===== src/rtl/hb_pkg.sv =====
package hb_pkg;
  localparam int WORD_W = 32;
  localparam int NBR_N  = 6;
  localparam int PROB_W = 16;
  localparam int LFSR_W = 64;
  localparam int POS_W  = $clog2(WORD_W);
  localparam logic [63:0] LFSR_INIT = 64'h9E3779B97F4A7C15;

  // strobes from control to datapath, one set per cycle
  typedef struct packed {
    logic             load;  // latch a new neighbour group
    logic             upd;   // one update enters the pipeline
    logic             last;  // this update is bit WORD_W-1
    logic [POS_W-1:0] pos;   // bit position of this update
  } hbStrobe_t;
endpackage


===== src/rtl/hb_ctrl.sv =====
module hb_ctrl
  import hb_pkg::*;
#(
  parameter int WORDW = WORD_W
) (
  input  logic      clk,
  input  logic      rstN,
  input  logic      inValid,
  output logic      inReady,
  output hbStrobe_t strobe
);
  localparam logic [POS_W-1:0] LAST_POS = POS_W'(WORDW - 1);

  logic             busy;
  logic [POS_W-1:0] bitIdx;
  logic             lastBit;
  logic             take;

  assign lastBit = busy && (bitIdx == LAST_POS);
  assign inReady = !busy || lastBit;
  assign take    = inValid && inReady;

  always_comb begin
    strobe.load = take;
    strobe.upd  = busy;
    strobe.last = lastBit;
    strobe.pos  = bitIdx;
  end

  always_ff @(posedge clk or negedge rstN) begin
    if (!rstN) begin
      busy   <= 1'b0;
      bitIdx <= '0;
    end else if (take) begin
      busy   <= 1'b1;
      bitIdx <= '0;
    end else if (busy) begin
      if (lastBit) busy <= 1'b0;
      else         bitIdx <= bitIdx + 1'b1;
    end
  end
endmodule


===== src/rtl/hb_lfsr.sv =====
module hb_lfsr
  import hb_pkg::*;
#(
  parameter int STW  = LFSR_W,
  parameter int OUTW = PROB_W
) (
  input  logic            clk,
  input  logic            rstN,
  input  logic            seedLoad,
  input  logic [STW-1:0]  seed,
  input  logic            step,
  output logic [OUTW-1:0] rndNext
);
  logic [STW-1:0] state;
  logic [STW-1:0] nextState;
  logic           fb;

  // taps 64,63,61,60 give a maximal-length sequence
  assign fb        = state[STW-1] ^ state[STW-2] ^ state[STW-4] ^ state[STW-5];
  assign nextState = {state[STW-2:0], fb};
  assign rndNext   = nextState[OUTW-1:0];

  always_ff @(posedge clk or negedge rstN) begin
    if (!rstN)         state <= STW'(LFSR_INIT);
    else if (seedLoad) state <= (seed == '0) ? STW'(LFSR_INIT) : seed;
    else if (step)     state <= nextState;
  end
endmodule


===== src/rtl/hb_datapath.sv =====
module hb_datapath
  import hb_pkg::*;
#(
  parameter int WORDW = WORD_W,
  parameter int NBRN  = NBR_N,
  parameter int PROBW = PROB_W,
  parameter int STW   = LFSR_W
) (
  input  logic                   clk,
  input  logic                   rstN,
  input  hbStrobe_t              strobe,
  input  logic [NBRN*WORDW-1:0]  nbrWords,
  input  logic                   tblWe,
  input  logic [NBRN-1:0]        tblAddr,
  input  logic [PROBW-1:0]       tblData,
  input  logic                   seedLoad,
  input  logic [STW-1:0]         seed,
  output logic                   outValid,
  output logic [WORDW-1:0]       outWord
);
  localparam int TBL_D  = 1 << NBRN;
  localparam int COPIES = 2;

  // neighbour shift registers, bit 0 is the current update
  logic [WORDW-1:0] nbrSh [NBRN];
  logic [NBRN-1:0]  idxNow;

  for (genvar k = 0; k < NBRN; k++) begin : g_nbr
    always_ff @(posedge clk or negedge rstN) begin
      if (!rstN)            nbrSh[k] <= '0;
      else if (strobe.load) nbrSh[k] <= nbrWords[k*WORDW +: WORDW];
      else if (strobe.upd)  nbrSh[k] <= nbrSh[k] >> 1;
    end
    assign idxNow[k] = nbrSh[k][0];
  end

  // stage 1: index formed
  logic             s1Valid, s1Last, s1Sel, selNext;
  logic [NBRN-1:0]  s1Idx;
  logic [POS_W-1:0] s1Pos;

  always_ff @(posedge clk or negedge rstN) begin
    if (!rstN) begin
      s1Valid <= 1'b0;
      s1Last  <= 1'b0;
      s1Sel   <= 1'b0;
      selNext <= 1'b0;
      s1Idx   <= '0;
      s1Pos   <= '0;
    end else begin
      s1Valid <= strobe.upd;
      if (strobe.upd) begin
        s1Idx   <= idxNow;
        s1Last  <= strobe.last;
        s1Pos   <= strobe.pos;
        s1Sel   <= selNext;
        selNext <= ~selNext;
      end
    end
  end

  // duplicated probability table, copies serve alternate updates
  logic [PROBW-1:0] tbl [COPIES][TBL_D];
  logic [PROBW-1:0] probCopy [COPIES];

  for (genvar c = 0; c < COPIES; c++) begin : g_copy
    always_ff @(posedge clk or negedge rstN) begin
      if (!rstN) begin
        for (int e = 0; e < TBL_D; e++) tbl[c][e] <= '0;
      end else if (tblWe) begin
        tbl[c][tblAddr] <= tblData;
      end
    end
    assign probCopy[c] = tbl[c][s1Idx];
  end

  // random source
  logic [PROBW-1:0] rndNext;

  hb_lfsr #(.STW(STW), .OUTW(PROBW)) u_lfsr (
    .clk      (clk),
    .rstN     (rstN),
    .seedLoad (seedLoad),
    .seed     (seed),
    .step     (s1Valid),
    .rndNext  (rndNext)
  );

  // stage 2: probability and random value
  logic             s2Valid, s2Last;
  logic [PROBW-1:0] s2Prob, s2Rnd;
  logic [POS_W-1:0] s2Pos;

  always_ff @(posedge clk or negedge rstN) begin
    if (!rstN) begin
      s2Valid <= 1'b0;
      s2Last  <= 1'b0;
      s2Prob  <= '0;
      s2Rnd   <= '0;
      s2Pos   <= '0;
    end else begin
      s2Valid <= s1Valid;
      if (s1Valid) begin
        s2Prob <= probCopy[s1Sel];
        s2Rnd  <= rndNext;
        s2Last <= s1Last;
        s2Pos  <= s1Pos;
      end
    end
  end

  // stage 3: compare and pack
  logic             newSpin;
  logic [WORDW-1:0] packReg, packNext;

  assign newSpin = (s2Rnd <= s2Prob);

  always_comb begin
    packNext        = packReg;
    packNext[s2Pos] = newSpin;
  end

  always_ff @(posedge clk or negedge rstN) begin
    if (!rstN) begin
      packReg  <= '0;
      outWord  <= '0;
      outValid <= 1'b0;
    end else begin
      outValid <= s2Valid && s2Last;
      if (s2Valid) packReg <= packNext;
      if (s2Valid && s2Last) outWord <= packNext;
    end
  end
endmodule


===== src/rtl/hb_spin_update.sv =====
module hb_spin_update
  import hb_pkg::*;
#(
  parameter int WORDW = WORD_W,
  parameter int NBRN  = NBR_N,
  parameter int PROBW = PROB_W,
  parameter int STW   = LFSR_W
) (
  input  logic                  clk,
  input  logic                  rstN,
  input  logic                  inValid,
  output logic                  inReady,
  input  logic [NBRN*WORDW-1:0] nbrWords,
  input  logic                  tblWe,
  input  logic [NBRN-1:0]       tblAddr,
  input  logic [PROBW-1:0]      tblData,
  input  logic                  seedLoad,
  input  logic [STW-1:0]        seed,
  output logic                  outValid,
  output logic [WORDW-1:0]      outWord
);
  hbStrobe_t strobe;

  hb_ctrl #(.WORDW(WORDW)) u_ctrl (
    .clk     (clk),
    .rstN    (rstN),
    .inValid (inValid),
    .inReady (inReady),
    .strobe  (strobe)
  );

  hb_datapath #(.WORDW(WORDW), .NBRN(NBRN), .PROBW(PROBW), .STW(STW)) u_dp (
    .clk      (clk),
    .rstN     (rstN),
    .strobe   (strobe),
    .nbrWords (nbrWords),
    .tblWe    (tblWe),
    .tblAddr  (tblAddr),
    .tblData  (tblData),
    .seedLoad (seedLoad),
    .seed     (seed),
    .outValid (outValid),
    .outWord  (outWord)
  );
endmodule


===== config.mk =====
export PLATFORM = sky130hd
export DESIGN_NAME = hb_spin_update
export DESIGN_NICKNAME = d
export VERILOG_FILES = /design/src/rtl/hb_pkg.sv /design/src/rtl/hb_ctrl.sv /design/src/rtl/hb_lfsr.sv /design/src/rtl/hb_datapath.sv /design/src/rtl/hb_spin_update.sv
export SDC_FILE = /design/constraint.sdc
export NUM_CORES = 2
export LEC_CHECK = 0
export BUFFER_PORTS_ARGS = -buffer_cell sky130_fd_sc_hd__buf_2
export CAP_MARGIN = 10
export CORE_MARGIN = 4
export CORE_UTILIZATION = 40
export CTS_CLUSTER_DIAMETER = 50
export DETAILED_ROUTE_END_ITERATION = 6
export PLACE_DENSITY = 0.67
export SYNTH_ARGS = -nofsm -noshare
export SYNTH_HDL_FRONTEND = slang
export SYNTH_SLANG_ARGS = --single-unit

===== constraint.sdc =====
create_clock -name clk -period 2.09 [get_ports clk]
set_input_delay 0.209 -clock clk [delete_from_list [all_inputs] [get_ports clk]]
set_output_delay 0.209 -clock clk [all_outputs]
set_load 0.02 [all_outputs]

==> impl_metrics.toml <==
[clock_network]
ctsHtreeMaxLevel = 4
clk_pin_slew_worst_paths_ps = 70
cts_tree = "built"
cts.path.max_buffers = 3
cts_made_buffers = 159
clkLatencyLatePin_ps = 790
clkSinkCount = 1403
cts.root.buffer_cell = "sky130_fd_sc_hd__clkbuf_16"

[floorplanning]
io_pins = 317
die_outline_area_mm2 = 0.165
floorplan.die.width_um = 406
rows = 145
core_area_mm2 = 0.157
dieHeight_um = 406
start_util = 0.405

[power]
design_power_total_w = 0.0897
leakage_power_total_nw = 38.5
worst_ir_drop_vdd_v = 0.000923
power_density_mw_per_mm2 = 1060

[routing]
post-route-drc-count = 0
post_drt_via_cell_ratio = 5.84
top_signal_layer_used = "met5"
met3_length_um = 14600
vias = 45800
detail_route.wirelength_um = 206000
met1_length_um = 84000
detailedRoute.firstPassIterationCount = 7
drtAntennaViolNets = 0
drt-wirelength-per-cell_um = 26.2
detailroute.wirelength.met2_um = 97800
detailed_route_iter0_violations = 4105

[final_layout]
layout-area-overhead-vs-synth_pct = 33.6
layout.cells.most_common = "sky130_fd_sc_hd__dfrtp_1"
design_area_mm2 = 0.0849
n_fill_cell = 12100
nets = 5934
mostFrequentLayoutCells = "sky130_fd_sc_hd__dfrtp_1, sky130_fd_sc_hd__mux2_2, sky130_fd_sc_hd__buf_2"
layout-drive-gt1-share = 0.532

[global_route]
initial_antenna_violation_count = 27
global_route.usage.total = 0.231
grt_first_pass_wirelength_um = 294000
grt_max_degree = 132
first_global_vias = 47600
gr-total-overflow = 0

[critical_path]
critPathArrivalTime_ps = 3270
worst_setup_path_end_kind = "flip-flop"
cp_top_family = "simple AND/OR/NAND/NOR gates"
cp.required_ps = 2770
crit_path_cell_trace = "ha_4, and3_4, ha_4, and2b_2, inv_4, buf_6, and2_4, buf_12, buf_16, buf_16, a22oi_2, nand2_1"
start_kind = "flip-flop"
critical_path_class = "reg -> reg"
worst-path-max-fanout = 6
crit_buf_inv = 5
max_stage_delay_ps = 420
cpMaxStageDelayCell = "sky130_fd_sc_hd__dfrtp_1"

[timing]
remaining_max_slew_budget_at_the_tightest_pin = 0.290
actual_transition_at_the_worst_max_transition_pin_ps = 1060
final_max_slew_viols = 0
setup_violations = 273
worst_slack_ps = -500
final.setup_skew_ps = 31.4
finalHoldViolations = 0
timing.hold.ws_ps = 52.5
rsz0062_at_grt = "true"
period_needed_ps = 2590
maxClockFrequency_mhz = 386
final.period_utilization = 1.24

[placed_design]
port_buffers = 316
globalplace.congestion = 0.873
pre_cts_slack_ps = -789
hpwlAfterDp_um = 114000
postPlaceCellArea_mm2 = 0.0711

[logic_synthesis]
avgSynthCellArea_um2 = 13.4
ys_async_sr_fraction = 1.00
synth_area_mm2 = 0.0635
syn_nets = 5028
ys_dominant_reg_cell = "sky130_fd_sc_hd__dfrtp_1"
synthTopCellsByArea = "sky130_fd_sc_hd__dfrtp_1, sky130_fd_sc_hd__mux2_2, sky130_fd_sc_hd__mux4_2, sky130_fd_sc_hd__mux2i_1, sky130_fd_sc_hd__nand2_1"
synth-edff-count = 0
synthesis.instances = 4727
synth_sequential_area_ratio = 0.554
postSynthRegisterBits = 1403
synth.distinct_cells = 66
synth.largest_area_cell = "sky130_fd_sc_hd__dfrtp_1"
yosysWarnings = 0
synth.top_cell.area_share = 0.538

[flow_run]
timing.max_cap.violations = 0

[status]
violations = "setup timing"
outcome = "finished, violations left"

[worst_hold_path]
min_delay_path_class = "in -> reg"
==> registers in the layout (all words and copies together) (netlist names) <==
signal,flops
u_dp.outWord,32
u_ctrl.busy,1
u_dp.u_lfsr.state,64
u_dp.outValid,1
u_dp.packReg,32
u_dp.s1Pos,5
u_dp.s2Valid,1
u_dp.s1Valid,1
u_dp.nbrSh,186
u_dp.s2Prob,16
u_dp.idxNow,6
u_ctrl.bitIdx,5
u_dp.tbl,1024
u_dp.s2Rnd,16
u_dp.s2Last,1
u_dp.s1Idx,6
u_dp.s2Pos,5
u_dp.s1Last,1
==> worst reg2reg max path, cell delays in order, from the launching register on <==
cell and delay, ps:
sky130_fd_sc_hd__dfrtp_1 420, sky130_fd_sc_hd__ha_4 190, sky130_fd_sc_hd__and3_4 150, sky130_fd_sc_hd__ha_4 150
sky130_fd_sc_hd__and2b_2 230, sky130_fd_sc_hd__inv_4 40, sky130_fd_sc_hd__buf_6 100, sky130_fd_sc_hd__and2_4 170
sky130_fd_sc_hd__buf_12 170, sky130_fd_sc_hd__buf_16 160, sky130_fd_sc_hd__buf_16 170, sky130_fd_sc_hd__a22oi_2 350
sky130_fd_sc_hd__nand2_1 160
==> synthesized netlist by cell type, types with 6 or more instances <==
cell type / instances
sky130_fd_sc_hd__buf_1: 27
sky130_fd_sc_hd__nand4_1: 26
sky130_fd_sc_hd__dfrtp_1: 1365
sky130_fd_sc_hd__o21ai_0: 111
sky130_fd_sc_hd__a22oi_1: 191
sky130_fd_sc_hd__ha_1: 18
sky130_fd_sc_hd__nor2_1: 121
sky130_fd_sc_hd__buf_6: 10
sky130_fd_sc_hd__clkbuf_1: 211
sky130_fd_sc_hd__nor2_2: 31
sky130_fd_sc_hd__a221oi_1: 59
sky130_fd_sc_hd__nand2b_1: 14
sky130_fd_sc_hd__o211ai_1: 6
sky130_fd_sc_hd__o22ai_1: 77
sky130_fd_sc_hd__nand2_1: 489
sky130_fd_sc_hd__mux2i_1: 208
sky130_fd_sc_hd__mux4_2: 165
sky130_fd_sc_hd__nand2_2: 17
sky130_fd_sc_hd__nor4_1: 35
sky130_fd_sc_hd__buf_4: 58
sky130_fd_sc_hd__buf_2: 108
sky130_fd_sc_hd__o22a_1: 31
sky130_fd_sc_hd__mux2_2: 1112
sky130_fd_sc_hd__o221ai_1: 16
sky130_fd_sc_hd__a21oi_1: 20
sky130_fd_sc_hd__inv_1: 20
sky130_fd_sc_hd__nand3b_1: 9
sky130_fd_sc_hd__nor2b_1: 8
sky130_fd_sc_hd__o21ai_1: 18
sky130_fd_sc_hd__dfstp_2: 38
sky130_fd_sc_hd__a22o_1: 38
==> stage by stage <==
step,setup TNS [ps],std cells,util
2_1_floorplan,-3870,4727,-
3_3_place_gp,-34970,7112,0.453
3_5_place_dp,-38550,7112,0.453
4_1_cts,-59250,7769,0.526
5_1_grt,-82660,7835,0.541
6_report,-64910,7840,0.541
==> worst paths after layout <==
check | start | end | slack [ps] | cells after the start
worst max-delay path | u_ctrl.bitIdx[1] | u_dp.nbrSh[166] | -500 | 12
worst min-delay path | tblData[9] | u_dp.tbl[841] | 50 | 3
worst max register to register | u_ctrl.bitIdx[1] | u_dp.nbrSh[166] | -500 | 12
worst min register to register | u_dp.outWord[25] | u_dp.outWord[25] | 470 | 2
max in group asynchronous | rstN | u_dp.tbl[170] | 600 | 3
min in group asynchronous | rstN | u_dp.nbrSh[175] | 100 | 3
==> area by class of cell <==
| class | instances | area [um2] | area share |
|---|---|---|---|
| clock inverters | 63 | 840 | 0.00989 |
| inverters | 21 | 90.1 | 0.00106 |
| clock buffers | 228 | 4640 | 0.0547 |
| repair buffers | 1157 | 12100 | 0.142 |
| diodes | 19 | 47.5 | 0.000560 |
| multi-input cells | 2891 | 29400 | 0.347 |
| flip-flops and latches | 1403 | 35200 | 0.414 |
| well taps | 2058 | 2570 | 0.0303 |
==> metal layers <==
layer  vias to the layer above  track usage
li1                      19100            -
met1                     24000        0.305
met2                      1975        0.378
met3                       670       0.0469
met4                        16       0.0898
met5                         -            0
==> cell families after synthesis <==
group / share of synthesized area
simple gates: 0.0574
fa+ha+maj: 0.00355
compound gates: 0.0632
mux: 0.289
xor+xnor: 0.000414
buf+inv: 0.0325
flops: 0.554
==> power breakdown <==
part	switching, W	total, W	internal [W]
combinational	0.0122	0.0252	0.0129
clock	0.0121	0.0290	0.0169
sequential	0.00357	0.0355	0.0320
==> repair_timing <==
action,in CTS,in global routing
hold buffers,270,0
setup endpoints to repair,187,273
setup buffers,54,34
pin swaps,97,222
gates resized for setup,405,380
cloned,43,32
hold endpoints to repair,1643,0
No activity file was read; power rests on OpenSTA's default activity.
